[src/rtl/pf_seq_pkg.sv]
package pf_seq_pkg;

  typedef enum logic [2:0] {
    ST_IDLE    = 3'd0,
    ST_ACT     = 3'd1,
    ST_FUSE    = 3'd2,
    ST_NVWRITE = 3'd3,
    ST_SLEEP   = 3'd4,
    ST_DONE    = 3'd5
  } seqState_e;

  localparam int BIT_FETS    = 1;
  localparam int BIT_REGS    = 2;
  localparam int BIT_SLEEP   = 3;
  localparam int BIT_FUSE    = 4;
  localparam int BIT_KEEP    = 5;
  localparam int BIT_PACKSEL = 7;
  localparam int BIT_BYPASS  = 8;

  // strobes from control to datapath
  typedef struct packed {
    logic capture;
    logic fuseReq;
    logic nvReq;
    logic ramSave;
    logic sleepSet;
  } seqStrobe_t;

  // enabled stages, taken from the captured configuration
  typedef struct packed {
    logic sleepEn;
    logic fuseEn;
    logic keepEn;
  } seqPlan_t;

endpackage

[src/rtl/pf_seq_dp.sv]
module pf_seq_dp
  import pf_seq_pkg::*;
#(
  parameter int CFG_W  = 16,
  parameter int VOLT_W = 16
) (
  input  logic              clk,
  input  logic              rstN,
  input  seqStrobe_t        strobe,
  input  logic [CFG_W-1:0]  cfgWord,
  input  logic              chgFetFail,
  input  logic              dsgFetFail,
  input  logic [VOLT_W-1:0] stackV,
  input  logic [VOLT_W-1:0] packV,
  input  logic [VOLT_W-1:0] minFuseV,
  output seqPlan_t          plan,
  output logic              voltOk,
  output logic              fetOff,
  output logic              regOff,
  output logic              deepSleepReq,
  output logic              fuseReq,
  output logic              nvReq,
  output logic              ramSave
);

  logic [CFG_W-1:0]  cfgHold;
  logic              fetCause;
  logic [VOLT_W-1:0] monV;
  logic              aboveMin;

  always_ff @(posedge clk or negedge rstN) begin
    if (!rstN) begin
      cfgHold  <= '0;
      fetCause <= 1'b0;
      fetOff   <= 1'b0;
      regOff   <= 1'b0;
    end else if (strobe.capture) begin
      cfgHold  <= cfgWord;
      fetCause <= chgFetFail | dsgFetFail;
      fetOff   <= cfgWord[BIT_FETS];
      regOff   <= cfgWord[BIT_REGS];
    end
  end

  always_ff @(posedge clk or negedge rstN) begin
    if (!rstN)                deepSleepReq <= 1'b0;
    else if (strobe.sleepSet) deepSleepReq <= 1'b1;
  end

  assign monV     = cfgHold[BIT_PACKSEL] ? packV : stackV;
  assign aboveMin = monV > minFuseV;
  assign voltOk   = aboveMin | (cfgHold[BIT_BYPASS] & fetCause);

  assign plan.sleepEn = cfgHold[BIT_SLEEP];
  assign plan.fuseEn  = cfgHold[BIT_FUSE];
  assign plan.keepEn  = cfgHold[BIT_KEEP];

  assign fuseReq = strobe.fuseReq;
  assign nvReq   = strobe.nvReq;
  assign ramSave = strobe.ramSave;

  assert_fet_sticky_R2: assert property (@(posedge clk) disable iff (!rstN)
    fetOff |=> fetOff);
  assert_reg_sticky_R2: assert property (@(posedge clk) disable iff (!rstN)
    regOff |=> regOff);
  assert_sleep_sticky_R10: assert property (@(posedge clk) disable iff (!rstN)
    deepSleepReq |=> deepSleepReq);
  assert_sleep_after_stages_R10: assert property (@(posedge clk) disable iff (!rstN)
    $rose(deepSleepReq) |-> $past(!fuseReq && !nvReq));
  assert_ram_pulse_R9: assert property (@(posedge clk) disable iff (!rstN)
    ramSave |=> !ramSave);

endmodule

[src/rtl/pf_seq_ctrl.sv]
module pf_seq_ctrl
  import pf_seq_pkg::*;
(
  input  logic       clk,
  input  logic       rstN,
  input  logic       pfTrig,
  input  seqPlan_t   plan,
  input  logic       voltOk,
  input  logic       fuseDone,
  input  logic       nvWrEn,
  input  logic       nvEnvOk,
  input  logic       nvDone,
  output seqStrobe_t strobe
);

  seqState_e state, stateNext;

  // first enabled stage strictly after the given one
  function automatic seqState_e stageAfter(seqState_e from, seqPlan_t p);
    seqState_e r;
    r = ST_DONE;
    if (from == ST_ACT && p.fuseEn) r = ST_FUSE;
    else if ((from == ST_ACT || from == ST_FUSE) && p.keepEn) r = ST_NVWRITE;
    else if (from != ST_SLEEP && p.sleepEn) r = ST_SLEEP;
    return r;
  endfunction

  always_comb begin
    stateNext = state;
    strobe    = '0;
    unique case (state)
      ST_IDLE: begin
        if (pfTrig) begin
          strobe.capture = 1'b1;
          stateNext      = ST_ACT;
        end
      end
      ST_ACT: stateNext = stageAfter(ST_ACT, plan);
      ST_FUSE: begin
        strobe.fuseReq = voltOk;
        if (voltOk && fuseDone) stateNext = stageAfter(ST_FUSE, plan);
      end
      ST_NVWRITE: begin
        if (!nvWrEn) begin
          strobe.ramSave = 1'b1;
          stateNext      = stageAfter(ST_NVWRITE, plan);
        end else begin
          strobe.nvReq = nvEnvOk;
          if (nvEnvOk && nvDone) stateNext = stageAfter(ST_NVWRITE, plan);
        end
      end
      ST_SLEEP: begin
        strobe.sleepSet = 1'b1;
        stateNext       = ST_DONE;
      end
      ST_DONE: stateNext = ST_DONE;
      default: stateNext = ST_IDLE;
    endcase
  end

  always_ff @(posedge clk or negedge rstN) begin
    if (!rstN) state <= ST_IDLE;
    else       state <= stateNext;
  end

  assert_no_return_idle_R3: assert property (@(posedge clk) disable iff (!rstN)
    (state != ST_IDLE) |=> (state != ST_IDLE));
  assert_one_stage_R11: assert property (@(posedge clk) disable iff (!rstN)
    $onehot0({strobe.fuseReq, strobe.nvReq, strobe.ramSave}));
  assert_done_terminal_R11: assert property (@(posedge clk) disable iff (!rstN)
    (state == ST_DONE) |=> (state == ST_DONE));
  assert_fuse_needs_en_R4: assert property (@(posedge clk) disable iff (!rstN)
    (state == ST_FUSE) |-> plan.fuseEn);

endmodule

[src/rtl/pf_sequencer.sv]
module pf_sequencer
  import pf_seq_pkg::*;
#(
  parameter int CFG_W  = 16,
  parameter int VOLT_W = 16
) (
  input  logic              clk,
  input  logic              rstN,
  input  logic              pfTrig,
  input  logic              chgFetFail,
  input  logic              dsgFetFail,
  input  logic [CFG_W-1:0]  cfgWord,
  input  logic [VOLT_W-1:0] stackV,
  input  logic [VOLT_W-1:0] packV,
  input  logic [VOLT_W-1:0] minFuseV,
  input  logic              nvWrEn,
  input  logic              nvEnvOk,
  input  logic              fuseDone,
  input  logic              nvDone,
  output logic              fetOff,
  output logic              regOff,
  output logic              fuseReq,
  output logic              nvReq,
  output logic              ramSave,
  output logic              deepSleepReq
);

  seqStrobe_t strobe;
  seqPlan_t   plan;
  logic       voltOk;

  pf_seq_ctrl u_ctrl (
    .clk     (clk),
    .rstN    (rstN),
    .pfTrig  (pfTrig),
    .plan    (plan),
    .voltOk  (voltOk),
    .fuseDone(fuseDone),
    .nvWrEn  (nvWrEn),
    .nvEnvOk (nvEnvOk),
    .nvDone  (nvDone),
    .strobe  (strobe)
  );

  pf_seq_dp #(.CFG_W(CFG_W), .VOLT_W(VOLT_W)) u_dp (
    .clk         (clk),
    .rstN        (rstN),
    .strobe      (strobe),
    .cfgWord     (cfgWord),
    .chgFetFail  (chgFetFail),
    .dsgFetFail  (dsgFetFail),
    .stackV      (stackV),
    .packV       (packV),
    .minFuseV    (minFuseV),
    .plan        (plan),
    .voltOk      (voltOk),
    .fetOff      (fetOff),
    .regOff      (regOff),
    .deepSleepReq(deepSleepReq),
    .fuseReq     (fuseReq),
    .nvReq       (nvReq),
    .ramSave     (ramSave)
  );

endmodule

[config.mk]
export PLATFORM = sky130hd
export DESIGN_NAME = pf_sequencer
export DESIGN_NICKNAME = d
export VERILOG_FILES = /design/src/rtl/pf_seq_pkg.sv /design/src/rtl/pf_seq_dp.sv /design/src/rtl/pf_seq_ctrl.sv /design/src/rtl/pf_sequencer.sv
export SDC_FILE = /design/constraint.sdc
export NUM_CORES = 1
export LEC_CHECK = 0
export ABC_AREA = 1
export BUFFER_PORTS_ARGS = -buffer_cell sky130_fd_sc_hd__buf_4
export CORE_ASPECT_RATIO = 0.8
export CORE_MARGIN = 2
export CORE_UTILIZATION = 23
export CTS_BUF_LIST = sky130_fd_sc_hd__clkbuf_8 sky130_fd_sc_hd__clkbuf_16
export DETAILED_ROUTE_END_ITERATION = 8
export MAX_ROUTING_LAYER = met4
export PLACE_DENSITY = 0.45
export SLEW_MARGIN = 5
export SYNTH_ARGS = -nofsm -noshare
export SYNTH_HDL_FRONTEND = slang
export SYNTH_SLANG_ARGS = --single-unit
[constraint.sdc]
create_clock -name clk -period 2.5 [get_ports clk]
set_input_delay 0.5 -clock clk [delete_from_list [all_inputs] [get_ports clk]]
set_output_delay 0.5 -clock clk [all_outputs]
set_load 0.05 [all_outputs]
# Yosys cells after proc, flatten, opt, wreduce, memory -nomap -nowiden
# Cells that the tools add are included.
dict set report totals {
  reg_bits 16
  wordCells 39
}
dict set report classes {
  reduce_logical 5
  n_bitwise 3
  mux 16
  order_cmp 1
  n_eq_ne 8
}
# op n
set ops {}
lappend ops {{$mux W3} 6}
lappend ops {{$gt A16 B16 Y1} 1}
lappend ops {{$mux W16} 1}
lappend ops {{$pmux W3 S5} 1}
lappend ops {{$mux W1} 7}
lappend ops {{$eq A3 B2 Y1 const B} 2}
lappend ops {{$eq A3 B3 Y1 const B} 2}
lappend ops {{$eq A3 B1 Y1 const B} 1}
lappend ops {{$logic_not A3 Y1} 1}
lappend ops {{$ne A3 B2 Y1 const B} 1}
lappend ops {{$reduce_and A3 Y1} 1}
lappend ops {{$logic_and A1 B1 Y1} 2}
lappend ops {{$mux W2} 1}
lappend ops {{$ne A2 B1 Y1 const B} 1}
lappend ops {{$ne A2 B2 Y1 const B} 1}
lappend ops {{$or A1 B1 Y1} 2}
lappend ops {{$reduce_or A2 Y1} 1}
lappend ops {{$and A1 B1 Y1} 1}

# Longest topological paths before layout
# Gate-level depths: netlist of the first run.
dict set report logic_depth {
  depth_word 6
  ltp_mapped 19
  ltp_nobuf 17
}

# Modules after synthesis
# A second synthesis of the first run with hierarchy kept.
dict set report unflattened {
  cells_unflattened 202
  hier_area_um2 1312.5
}
# module seq_area_each_um2 instances cells_each area_per_inst_um2
set modules_own_cells {}
lappend modules_own_cells {pf_seq_dp 225.2 1 150 1012.2}
lappend modules_own_cells {pf_seq_ctrl 75.1 1 52 300.3}

# Worst setup path after synthesis of the first run
# No wires, ideal clock.
dict set report synth_path {
  kind {reg-to-output}
  startpoint {register u_dp.cfgHold[7]}
  endpoint {output fuseReq}
  path_stages_with_launch 11
  arrival_time_ns 2.520
  path_buffers 2
  path_slack_ns -0.520
  cell_sequence {dfrtp_1 > buf_2 > buf_2 > mux2_2 > ha_1 > nand2_2 > nor3_2 > nand2_1 > nand2_1 > nand2_1 > a21oi_1}
}
dict set report synth_via {
  elab_chain_cells 4
}
# item line
set synth_lines {}
lappend synth_lines {{start: declaration} pf_seq_dp.sv:26} ;# logic [CFG_W-1:0] cfgHold;
lappend synth_lines {{start signal: assignment} pf_seq_dp.sv:38} ;# cfgHold <= cfgWord;
lappend synth_lines {{$mux W16} pf_seq_dp.sv:50} ;# assign monV = cfgHold[BIT_PACKSEL] ? packV : stackV;
lappend synth_lines {{$gt A16 B16 Y1} pf_seq_dp.sv:51} ;# assign aboveMin = monV > minFuseV;
lappend synth_lines {{$or A1 B1 Y1} pf_seq_dp.sv:52} ;# assign voltOk = aboveMin | (cfgHold[BIT_BYPASS] & fetCause);
lappend synth_lines {{$mux W1} pf_seq_ctrl.sv:31} ;# unique case (state)
lappend synth_lines {{end: declaration} pf_sequencer.sv:22} ;# output logic fuseReq,
# No other way between the ends.

# Worst setup path after layout of the first run
# Ends and elaborated chain as after synthesis.

==> results of run 1 <==
## per-stage QoR
stage | TNS, ns | hold WS [ns] | setup slack (ns) | cells | area, sq um
2_1_floorplan | 0 | 0.204 | 0.00689 | 155 | 1310
3_3_place_gp | -0.0579 | 0.349 | -0.0579 | 290 | 1920
3_5_place_dp | -0.0664 | 0.348 | -0.0664 | 290 | 1920
4_1_cts | -0.276 | 0.0881 | -0.276 | 299 | 2090
5_1_grt | -0.398 | 0.0936 | -0.398 | 299 | 2130
6_report | -0.256 | 0.0883 | -0.256 | 299 | 2130
## cells in the mapped netlist
cell type,count
o21ai_2,1
buf_6,1
dfrtp_1,12
nand3_1,4
nor3_2,1
o22ai_1,1
mux2_2,16
ha_1,16
nand2_4,1
buf_2,2
a21oi_1,9
a21o_1,2
nand2_2,4
mux2i_1,1
mux2_4,4
o21ai_0,4
nor4_1,1
nor2_1,11
inv_2,5
nand4_1,1
nand2_1,22
inv_1,25
a221oi_1,1
nor2_2,5
nor2_4,1
nand3_2,1
a21oi_4,1
o211ai_1,2
## final cells by class
type                       instances  area share
timing repair buffer              78       0.300
clock buffer                       4      0.0259
tap                               65      0.0383
multi-input combinational        110       0.441
sequential                        12       0.141
inverter                          30      0.0530
## registers in the layout (all words and copies together), names as in the netlist
register / flops
u_dp.cfgHold: 7
u_ctrl.state: 3
u_dp.deepSleepReq: 1
u_dp.fetCause: 1
## power by group through the flow
| stage | clock [W] | sequential (W) | combinational [W] |
|---|---|---|---|
| after floorplan | 0 | 0.000431 | 0.000763 |
| after global placement | 0 | 0.000373 | 0.00111 |
| after detailed placement | 0 | 0.000369 | 0.00111 |
| after CTS | 0.000218 | 0.000368 | 0.00128 |
| after global routing | 0.000223 | 0.000385 | 0.00143 |
| final | 0.000211 | 0.000367 | 0.00129 |
## worst max-delay path, stage by stage, from the launching register on
cell and delay (ns):
dfrtp_1 0.37, buf_12 0.13, buf_8 0.12, mux2_2 0.36
ha_4 0.27, nand2_2 0.07, o21ai_0 0.20, a21oi_1 0.07
nand2_1 0.08, nand2_2 0.07, a21oi_4 0.13, buf_8 0.16
## per-layer routing
layer,track usage,vias up,part of all wire,routed length (um)
li1,-,668,-,-
met1,0.151,535,0.47,1510
met2,0.166,29,0.47,1500
met3,0.0163,2,0.048,153
met4,0.0359,0,0.0050,16
met5,-,-,0,0
## how the worst min path moves through the flow
stage | from | endpoint | slack, ns | cells after the start
CTS | rstN | u_ctrl.state[0] | 0.09 | 1
finish | rstN | u_ctrl.state[0] | 0.09 | 1
detailed placement | rstN | u_ctrl.state[0] | 0.35 | 1
global placement | rstN | u_ctrl.state[0] | 0.35 | 1
floorplan | rstN | u_ctrl.state[0] | 0.20 | 0
global route | rstN | u_dp.cfgHold[2] | 0.09 | 1
## logic make-up (layout without fill, tap and decap cells)
group / count (synthesis) / in the layout / synth area share
compound gates: 21 / 21 / 0.106
fa+ha+maj: 16 / 16 / 0.157
buf+inv: 33 / 112 / 0.105
flops: 12 / 12 / 0.236
mux: 21 / 21 / 0.196
simple gates: 52 / 52 / 0.200
## repair_timing
| item | 4_1_cts | 5_1_grt |
|---|---|---|
| buffers inserted | 5 | 0 |
| setup endpoints to repair | 1 | 1 |
| pin swaps | 4 | 0 |
| gates resized for setup | 13 | 7 |
==> summary.md, run 1 <==
| Metric | Value |
|---|---|
| Pwr Density | `around 900 nW/um^2` |
| Leakage | `1.11 nW` |
| Multi-input gate area | `938 sq um` |
| GR Overflow Total | `0` |
| Reg2reg end | `u_ctrl.state[2]` |
| CTS Buffer Depth | `2` |
| Global Route Usage Sum | `0.110` |
| Final setup viols | `1` |
| Syn Inst Count | `roughly 160` |
| Synth Net Count | `244` |
| Top-area cell type share of the netlist area | `0.236` |
| Status | `finished, violations left` |
| CTS Sinks | `12` |
| Antenna violations before repair | `0` |
| Placer Congestion | `0.842` |
| Antenna-violating nets left | `0` |
| Fmax | `between 300 and 400 MHz` |
| CTS H-tree depth | `1` |
| Site Rows | `24` |
| Initial Utilization | `0.236` |
| Largest net degree at the start of global routing | `13` |
| Share of cells above drive strength 1 | `0.568` |
| Antenna fix cells | `0` |
| CP Max Fanout | `5` |
| Final hold viol count | `0` |
| Clk slew on worst S/H paths | `0.05 ns` |
| Yosys reg bits | `12` |
| Distinct cells, synth | `28` |
| TritonRoute pass-1 iters | `4` |
| Mapped cell area | `about 1300 sq um` |
| Synth area leader | `dfrtp_1` |
| NumNets Final | `324` |
| Tightest Pin Transition | `~0.55 ns` |
| Fill cells | `574` |
| Utilization after layout | `0.393` |
| Logic pwr share | `0.691` |
| CTS tree | `done` |
| DIE HEIGHT | `70.6 um` |
| Ranking of synthesized cells by area | `dfrtp_1, ha_1, mux2_2` |
| Peak VDD IR | `0.437 mV` |
| Psw | `0.000768 W` |
| Port bufs | `69` |
| Worst hold path type | `in -> async` |
| FF-to-FF setup slack | `0.29 ns` |
| FF-to-FF path depth | `16` |
| DP HPWL | `2.54 mm` |
| Yosys synthesis warning count | `0` |
| Clock power frac | `0.113` |
| Final period util | `1.10` |
| Vias | `roughly 1200` |
| Iteration-0 DRC Markers | `24` |
| Crit Path Class | `reg -> out` |
| Setup crit end | `fuseReq` |
| Sequential power share | `0.196` |
| Drt via density | `roughly 4.1` |
| Max-capacitance violation count | `0` |
| Clk root buf | `clkbuf_8` |
| Syn Area/Cell | `8.23 sq um` |
| Area Overhead vs Synth | `66.7%` |
| WL per Instance | `10.6 um` |
| Failing checks | `setup timing` |
| Clock skew | `a little over 0.002 ns` |
| Slew headroom | `0.635` |
| Vias in the first global route | `1155` |
| Core area | `around 5400 sq um` |
| CTS buffer count | `3` |
| Commonest non-fill, non-tap cell in the layout | `buf_4` |
| CTS Hold Bufs | `0` |
| RR Startpoint | `u_dp.cfgHold[7]` |
| Sequential area share after synthesis | `0.236` |
| Sw Share | `0.411` |
| Crit path DAT | `2.26 ns` |
| CP startpoint | `u_dp.cfgHold[7]` |
| Overall Power | `around 0.0019 W` |
| Required time worst endpoint | `2.00 ns` |
| Residual DRC | `0` |
| Die width | `87.2 um` |
| Critical Path Sink Type | `output port` |
| First-pass GRT wire length | `approximately 5.3 mm` |
| Storage cell area | `about 300 sq um` |
| Fin crit period | `about 2.8 ns` |
| Worst Setup Start Kind | `flip-flop` |
| I/O pins | `79` |
| Final WL | `about 3.2 mm` |
| Die Footprint | `6160 sq um` |
| Worst-skew pair later-pin latency | `0.24 ns` |
| Slew Viols, Final | `0` |
| P_int | `0.00110 W` |
| RSZ-0062 raised after global routing | `yes` |
| Most frequent cells in the layout | `buf_4, inv_1, nand2_1, mux2_2, dfrtp_1` |
| Post-route setup slack | `-0.256 ns` |
(Power assumes the default switching activity.)
==> run 2, diff against run 1 <==
--- a/config.mk
+++ b/config.mk
@@ -9,11 +9,11 @@
 export BUFFER_PORTS_ARGS = -buffer_cell sky130_fd_sc_hd__buf_4
 export CORE_ASPECT_RATIO = 0.8
 export CORE_MARGIN = 2
-export CORE_UTILIZATION = 23
+export CORE_UTILIZATION = 35
 export CTS_BUF_LIST = sky130_fd_sc_hd__clkbuf_8 sky130_fd_sc_hd__clkbuf_16
 export DETAILED_ROUTE_END_ITERATION = 8
 export MAX_ROUTING_LAYER = met4
-export PLACE_DENSITY = 0.45
+export PLACE_DENSITY = 0.65
 export SLEW_MARGIN = 5
 export SYNTH_ARGS = -nofsm -noshare
 export SYNTH_HDL_FRONTEND = slang
==> run 2 against run 1 <==
The flow still finishes with violations (setup timing). Sequential share of layout area up 0.99 points. Cell count down 10%. First-iteration DRC count down 4.2%. Maximum frequency up 1.9%. Critical endpoint unchanged. Highest routed layer unchanged.
==> summary.md, run 2 (synthesis results as in run 1) <==
| Metric | Value |
|---|---|
| Utilization after layout | `0.572 (was 0.393)` |
| Fin crit period | `2.70 ns (was 2.76 ns)` |
| Fmax | `370 MHz (was 363 MHz)` |
| Clock skew | `0.00226 ns (was 0.00203 ns)` |
| Final hold viol count | `0 (unchanged)` |
| Site Rows | `19 (was 24)` |
| TritonRoute pass-1 iters | `4 (unchanged)` |
| Most frequent cells in the layout | `buf_4, inv_1, nand2_1, mux2_2, dfrtp_1 (unchanged)` |
| Post-route setup slack | `-0.204 ns (was -0.256 ns)` |
| Antenna violations before repair | `0 (unchanged)` |
| Antenna-violating nets left | `0 (unchanged)` |
| Required time worst endpoint | `2.00 ns (about the same)` |
| Antenna fix cells | `0 (unchanged)` |
| CTS buffer count | `3 (unchanged)` |
| DIE HEIGHT | `58.0 um (was 70.6 um)` |
| Fin cells | `269 (was 299)` |
| Tightest Pin Transition | `0.541 ns (was 0.547 ns)` |
| Crit path largest cell delay | `0.37 ns (about the same)` |
| Clk slew on worst S/H paths | `0.05 ns (about the same)` |
| Largest regs | `u_dp.cfgHold: 7 flops, u_ctrl.state: 3 flops (unchanged)` |
| Port bufs | `69 (unchanged)` |
| Global Route Usage Sum | `0.143 (was 0.110)` |
| Final WL | `2.70 mm (was 3.17 mm)` |
| Die Footprint | `4140 sq um (was 6160 sq um)` |
| Core area | `3470 sq um (was 5410 sq um)` |
| Critical-path top delay cell | `dfrtp_1 (unchanged)` |
| Post-CTS Setup Inserts | `0 (was 5)` |
| Worst hold path type | `in -> async (unchanged)` |
| Setup TNS | `-0.204 ns (was -0.256 ns)` |
| Pwr Density | `829 nW/um^2 (was 879 nW/um^2)` |
| Worst-skew pair later-pin latency | `0.24 ns (about the same)` |
| Peak VDD IR | `0.600 mV (was 0.437 mV)` |
| Post-placement cell count | `266 (was 290)` |
| Worst Setup Start Kind | `flip-flop (unchanged)` |
| Area Overhead vs Synth | `55.8% (was 66.7%)` |
| Crit path DAT | `2.20 ns (was 2.26 ns)` |
| Multi-input gate area | `923 sq um (was 938 sq um)` |
| I/O pins | `79 (unchanged)` |
| Slew Viols, Final | `0 (unchanged)` |
| Final setup viols | `1 (unchanged)` |
| Crit Path Class | `reg -> out (unchanged)` |
| CP Max Fanout | `17 (was 5)` |
| Commonest non-fill, non-tap cell in the layout | `buf_4 (unchanged)` |
| Share of cells above drive strength 1 | `0.542 (was 0.568)` |
| CTS Sinks | `12 (unchanged)` |
| Residual DRC | `0 (unchanged)` |
| Placed cell areas | `1880 sq um (was 1920 sq um)` |
| Slew headroom | `0.639 (was 0.635)` |
| Final period util | `1.08 (was 1.10)` |
| GR Overflow Total | `0 (unchanged)` |
| DP HPWL | `2.33 mm (was 2.54 mm)` |
| Storage cell area | `300 sq um (unchanged)` |
| RSZ-0062 raised after global routing | `yes (unchanged)` |
| Iteration-0 DRC Markers | `23 (was 24)` |
| Clk root buf | `clkbuf_8 (unchanged)` |
| Final Cell Area | `1990 sq um (was 2130 sq um)` |
| Die width | `71.5 um (was 87.2 um)` |
| Critical Path Sink Type | `output port (unchanged)` |
| Largest register FFs | `7 (unchanged)` |
| Leakage | `1.05 nW (was 1.11 nW)` |
| CTS tree | `done (unchanged)` |
| Largest Register | `u_dp.cfgHold (unchanged)` |
| Vias in the first global route | `1154 (was 1155)` |
| NumNets Final | `318 (was 324)` |
| Largest net degree at the start of global routing | `18 (was 13)` |
| Placer Congestion | `0.820 (was 0.842)` |
| Failing checks | `setup timing (unchanged)` |
| Vias | `1236 (was 1234)` |
| Status | `finished, violations left (unchanged)` |
| Worst-path cell chain | `buf_12 -> mux2_2 -> ha_4 -> nand2_1 -> inv_1 -> nand2_1 -> nand2_1 -> nand2_1 -> nand2_1 -> nand2_1 -> nand2_1 -> nand2_2 -> a21oi_4 -> buf_6 (was buf_12 -> buf_8 -> mux2_2 -> ha_4 -> nand2_2 -> o21ai_0 -> a21oi_1 -> nand2_1 -> nand2_2 -> a21oi_4 -> buf_8)` |
| Fill cells | `341 (was 574)` |
| Drt via density | `4.59 (was 4.13)` |
| CTS Buffer Depth | `2 (unchanged)` |
| Max-capacitance violation count | `0 (unchanged)` |
| Top cell by count, worst path | `nand2_1` |
| WL per Instance | `10.0 um (was 10.6 um)` |
| Initial Utilization | `0.367 (was 0.236)` |
| First-pass GRT wire length | `4.64 mm (was 5.25 mm)` |
| CTS H-tree depth | `1 (unchanged)` |
==> run 2: cell types whose count changed in the layout (fill, tap and decap cells not counted), sizes merged <==
cell / previous run / this run
buf: 78 / 72
clkbuf: 4 / 3
==> run 2: layer usage <==
metal,part of all wire,global-route usage,vias to the layer above
met5,0,-,-
li1,-,-,656
met4,0.0096,0.0647,0
met2,0.47,0.233,41
met3,0.083,0.0243,4
met1,0.43,0.174,535
==> run 2: path summary, 6_finish.rpt <==
check	from	endpoint	slack, ns	depth (start not counted)
max reg2reg	u_dp.cfgHold[7]	u_ctrl.state[2]	0.41	15
min in group clk	u_dp.deepSleepReq	u_dp.deepSleepReq	0.47	1
min reg2reg	u_dp.deepSleepReq	u_dp.deepSleepReq	0.47	1
max	u_dp.cfgHold[7]	fuseReq	-0.20	14
max in group asynchronous	rstN	u_dp.fetCause	2.27	1
min	rstN	u_ctrl.state[2]	0.08	1
==> run 2: stage by stage <==
step / power [W] / worst slack, ns / hold WS [ns]
5_1_grt: 0.00181 / -0.352 / 0.0930
3_5_place_dp: 0.00145 / -0.0397 / 0.346
6_report: 0.00165 / -0.204 / 0.0835
3_3_place_gp: 0.00144 / -0.0215 / 0.344
4_1_cts: 0.00165 / -0.227 / 0.0859
2_1_floorplan: 0.00119 / 0.00689 / 0.204
==> run 2: area by class of cell <==
| cell class | instances | share of cell area |
|---|---|---|
| flip-flops and latches | 12 | 0.151 |
| clock buffers | 3 | 0.0208 |
| repair buffers | 72 | 0.280 |
| well taps | 42 | 0.0264 |
| multi-input cells | 110 | 0.465 |
| inverters | 30 | 0.0567 |
==> run 2: where the power goes <==
group	switching, W	internal [W]
logic	0.000560	0.000548
clock network	0.0000671	0.000106
registers	0.0000755	0.000290
total	0.000703	0.000944
==> run 2: critical path, delay by kind of cell (launching register included) <==
family                   cells  cell delay (ns)
AND/OR/NAND/NOR              8             0.43
buffers and inverters        3             0.38
flip-flops                   1             0.37
multiplexers                 1             0.37
adder cells (fa/ha/maj)      1             0.27
AO/OA/AOI/OAI                1             0.14
==> run 2: what timing repair did <==
| item | 4_1_cts | 5_1_grt |
|---|---|---|
| gates resized for setup | 5 | 3 |
| endpoints found under the setup margin | 1 | 1 |
| hold buffers | 0 | 0 |
==> run 3, diff against run 2 <==
--- a/config.mk
+++ b/config.mk
@@ -6,14 +6,16 @@
 export NUM_CORES = 1
 export LEC_CHECK = 0
 export ABC_AREA = 1
+export ABC_CLOCK_PERIOD_IN_PS = 2500
 export BUFFER_PORTS_ARGS = -buffer_cell sky130_fd_sc_hd__buf_4
-export CORE_ASPECT_RATIO = 0.8
+export CORE_ASPECT_RATIO = 0.9
 export CORE_MARGIN = 2
 export CORE_UTILIZATION = 35
 export CTS_BUF_LIST = sky130_fd_sc_hd__clkbuf_8 sky130_fd_sc_hd__clkbuf_16
 export DETAILED_ROUTE_END_ITERATION = 8
 export MAX_ROUTING_LAYER = met4
 export PLACE_DENSITY = 0.65
+export RECOVER_POWER = 25
 export SLEW_MARGIN = 5
 export SYNTH_ARGS = -nofsm -noshare
 export SYNTH_HDL_FRONTEND = slang
==> run 3 against run 2 <==
The flow still finishes with violations (setup timing). Via count increased by 0.73%. Maximum frequency decreased by 1.5%. Utilization up 0.89 points. Cell area increased by 0.31%. Critical endpoint unchanged.
==> summary.md, run 3 (synthesis results as in run 1) <==
| Metric | Value |
|---|---|
| Status | `finished, violations left (unchanged)` |
| Failing checks | `setup timing (unchanged)` |
| GR Overflow Total | `0 (unchanged)` |
| CP Max Fanout | `8 (was 17)` |
| Die width | `67.6 um (was 71.5 um)` |
| Fin crit period | `2.74 ns (was 2.70 ns)` |
| Worst hold path type | `in -> async (unchanged)` |
| Placer Congestion | `0.787 (was 0.820)` |
| Die Footprint | `4140 sq um (about the same)` |
| Core area | `3430 sq um (was 3470 sq um)` |
| Clock power frac | `0.103 (was 0.105)` |
| CTS Sinks | `12 (unchanged)` |
| Largest regs | `u_dp.cfgHold: 7 flops, u_ctrl.state: 3 flops (unchanged)` |
| Largest net degree at the start of global routing | `18 (unchanged)` |
| Largest Register | `u_dp.cfgHold (unchanged)` |
| DP HPWL | `2.41 mm (was 2.33 mm)` |
| TritonRoute pass-1 iters | `4 (unchanged)` |
| Pwr Density | `851 nW/um^2 (was 829 nW/um^2)` |
| Storage cell area | `302 sq um (was 300 sq um)` |
| Area Overhead vs Synth | `56.3% (was 55.8%)` |
| CTS buffer count | `3 (unchanged)` |
| Iteration-0 DRC Markers | `40 (was 23)` |
| Largest register FFs | `7 (unchanged)` |
| Final setup viols | `1 (unchanged)` |
| Setup TNS | `-0.244 ns (was -0.204 ns)` |
| Final WL | `3.05 mm (was 2.70 mm)` |
| Final hold viol count | `0 (unchanged)` |
| Critical Path Sink Type | `output port (unchanged)` |
| Site Rows | `20 (was 19)` |
| Final period util | `1.10 (was 1.08)` |
| Crit Path Class | `reg -> out (unchanged)` |
| Residual DRC | `0 (unchanged)` |
| CTS Buffer Depth | `2 (unchanged)` |
| I/O pins | `79 (unchanged)` |
| Clock skew | `0.000357 ns (was 0.00226 ns)` |
| Required time worst endpoint | `2.00 ns (about the same)` |
| Max-capacitance violation count | `0 (unchanged)` |
| Crit path DAT | `2.24 ns (was 2.20 ns)` |
| Drt via density | `4.58 (was 4.59)` |
| Worst-skew pair later-pin latency | `0.24 ns (about the same)` |
| Post-route setup slack | `-0.244 ns (was -0.204 ns)` |
| DIE HEIGHT | `61.3 um (was 58.0 um)` |
| Antenna violations before repair | `0 (unchanged)` |
| Worst Setup Start Kind | `flip-flop (unchanged)` |
| CTS tree | `done (unchanged)` |
| P_int | `0.000970 W (was 0.000944 W)` |
| Sw Share | `0.428 (was 0.427)` |
| Fill cells | `316 (was 341)` |
| Worst slack at placement | `-0.0523 ns (was -0.0397 ns)` |
| Vias in the first global route | `1193 (was 1154)` |
| Antenna fix cells | `0 (unchanged)` |
| Antenna-violating nets left | `0 (unchanged)` |
| Clk slew on worst S/H paths | `0.05 ns (about the same)` |
| Psw | `0.000726 W (was 0.000703 W)` |
| Vias | `1245 (was 1236)` |
| Slew headroom | `0.562 (was 0.639)` |
| Sequential power share | `0.225 (was 0.222)` |
| RSZ-0062 raised after global routing | `yes (unchanged)` |
| Logic pwr share | `0.673 (about the same)` |
| First-pass GRT wire length | `4.75 mm (was 4.64 mm)` |
| Slew Viols, Final | `0 (unchanged)` |
| Fmax | `364 MHz (was 370 MHz)` |
| NumNets Final | `319 (was 318)` |
| WL per Instance | `11.2 um (was 10.0 um)` |
| Global Route Usage Sum | `0.152 (was 0.143)` |
| Leakage | `1.05 nW (about the same)` |
| Post-CTS Setup Inserts | `0 (unchanged)` |
| Most frequent cells in the layout | `buf_4, inv_1, nand2_1, mux2_2, ha_1 (was buf_4, inv_1, nand2_1, mux2_2, dfrtp_1)` |
| Peak VDD IR | `0.682 mV (was 0.600 mV)` |
| Tightest Pin Transition | `0.657 ns (was 0.541 ns)` |
| Clk root buf | `clkbuf_8 (unchanged)` |
| Share of cells above drive strength 1 | `0.535 (was 0.542)` |
| Multi-input gate area | `905 sq um (was 923 sq um)` |
| Port bufs | `69 (unchanged)` |
| CTS H-tree depth | `1 (unchanged)` |
| Initial Utilization | `0.372 (was 0.367)` |
| Commonest non-fill, non-tap cell in the layout | `buf_4 (unchanged)` |
[run 3: path summary, 6_finish.rpt]
check	startpoint	end	slack [ns]	cells after the start
max in group asynchronous	rstN	u_dp.cfgHold[7]	1.77	1
setup / recovery	u_dp.cfgHold[7]	fuseReq	-0.24	14
hold reg to reg	u_dp.deepSleepReq	u_dp.deepSleepReq	0.46	1
min in group clk	u_dp.deepSleepReq	u_dp.deepSleepReq	0.46	1
setup reg to reg	u_dp.cfgHold[7]	u_ctrl.state[1]	0.37	16
hold / removal	rstN	u_dp.deepSleepReq	0.26	1
[run 3: timing repair]
item / in CTS / in global routing
hold buffers: 0 / 0
gates resized for setup: 2 / 4
gates cloned: 0 / 1
setup endpoints to repair: 1 / 1
pin swaps: 0 / 0
[run 3: cell type report]
class,instances,share of cell area
repair buffers,73,0.290
inverters,30,0.0565
flip-flops and latches,12,0.151
clock buffers,3,0.0207
multi-input cells,110,0.454
well taps,44,0.0276
[run 3: per-stage QoR]
step / area, sq um / util / total power (W) / hold WS, ns / cells
6_report: 1990 / 0.581 / 0.00170 / 0.264 / 272
3_5_place_dp: 1890 / 0.550 / 0.00145 / 0.349 / 268
4_1_cts: 1940 / 0.567 / 0.00165 / 0.0895 / 271
3_3_place_gp: 1890 / 0.550 / 0.00144 / 0.350 / 268
2_1_floorplan: 1310 / - / 0.00119 / 0.204 / 155
5_1_grt: 1990 / 0.581 / 0.00184 / 0.317 / 272
[run 3: per-layer routing]
layer  vias to the layer above  routed length [um]  GRT usage  part of all wire
met3                         2                 215     0.0201             0.071
met5                         -                   0          -                 0
met4                         0                   6     0.0437            0.0020
met1                       543                1450      0.195              0.48
li1                        656                   -          -                 -
met2                        44                1370      0.251              0.45
[run 3: power groups by stage]
stage	sequential, W	combinational [W]	clock [W]
floorplan	0.000431	0.000763	0
global placement	0.000372	0.00107	0
detailed placement	0.000372	0.00108	0
CTS	0.000371	0.00109	0.000181
global route	0.000394	0.00126	0.000187
finish	0.000381	0.00114	0.000174
[run 3: critical path: stages (launching register included)]
cell and delay [ns]:
dfrtp_2 0.41, clkbuf_16 0.17, mux2_2 0.33, ha_1 0.28
nand2_1 0.07, inv_1 0.05, nand2_1 0.04, nand2_1 0.05
nand2_1 0.04, nand2_1 0.05, nand2_1 0.04, nand2_1 0.07
nand2_2 0.07, a21oi_4 0.15, buf_6 0.17
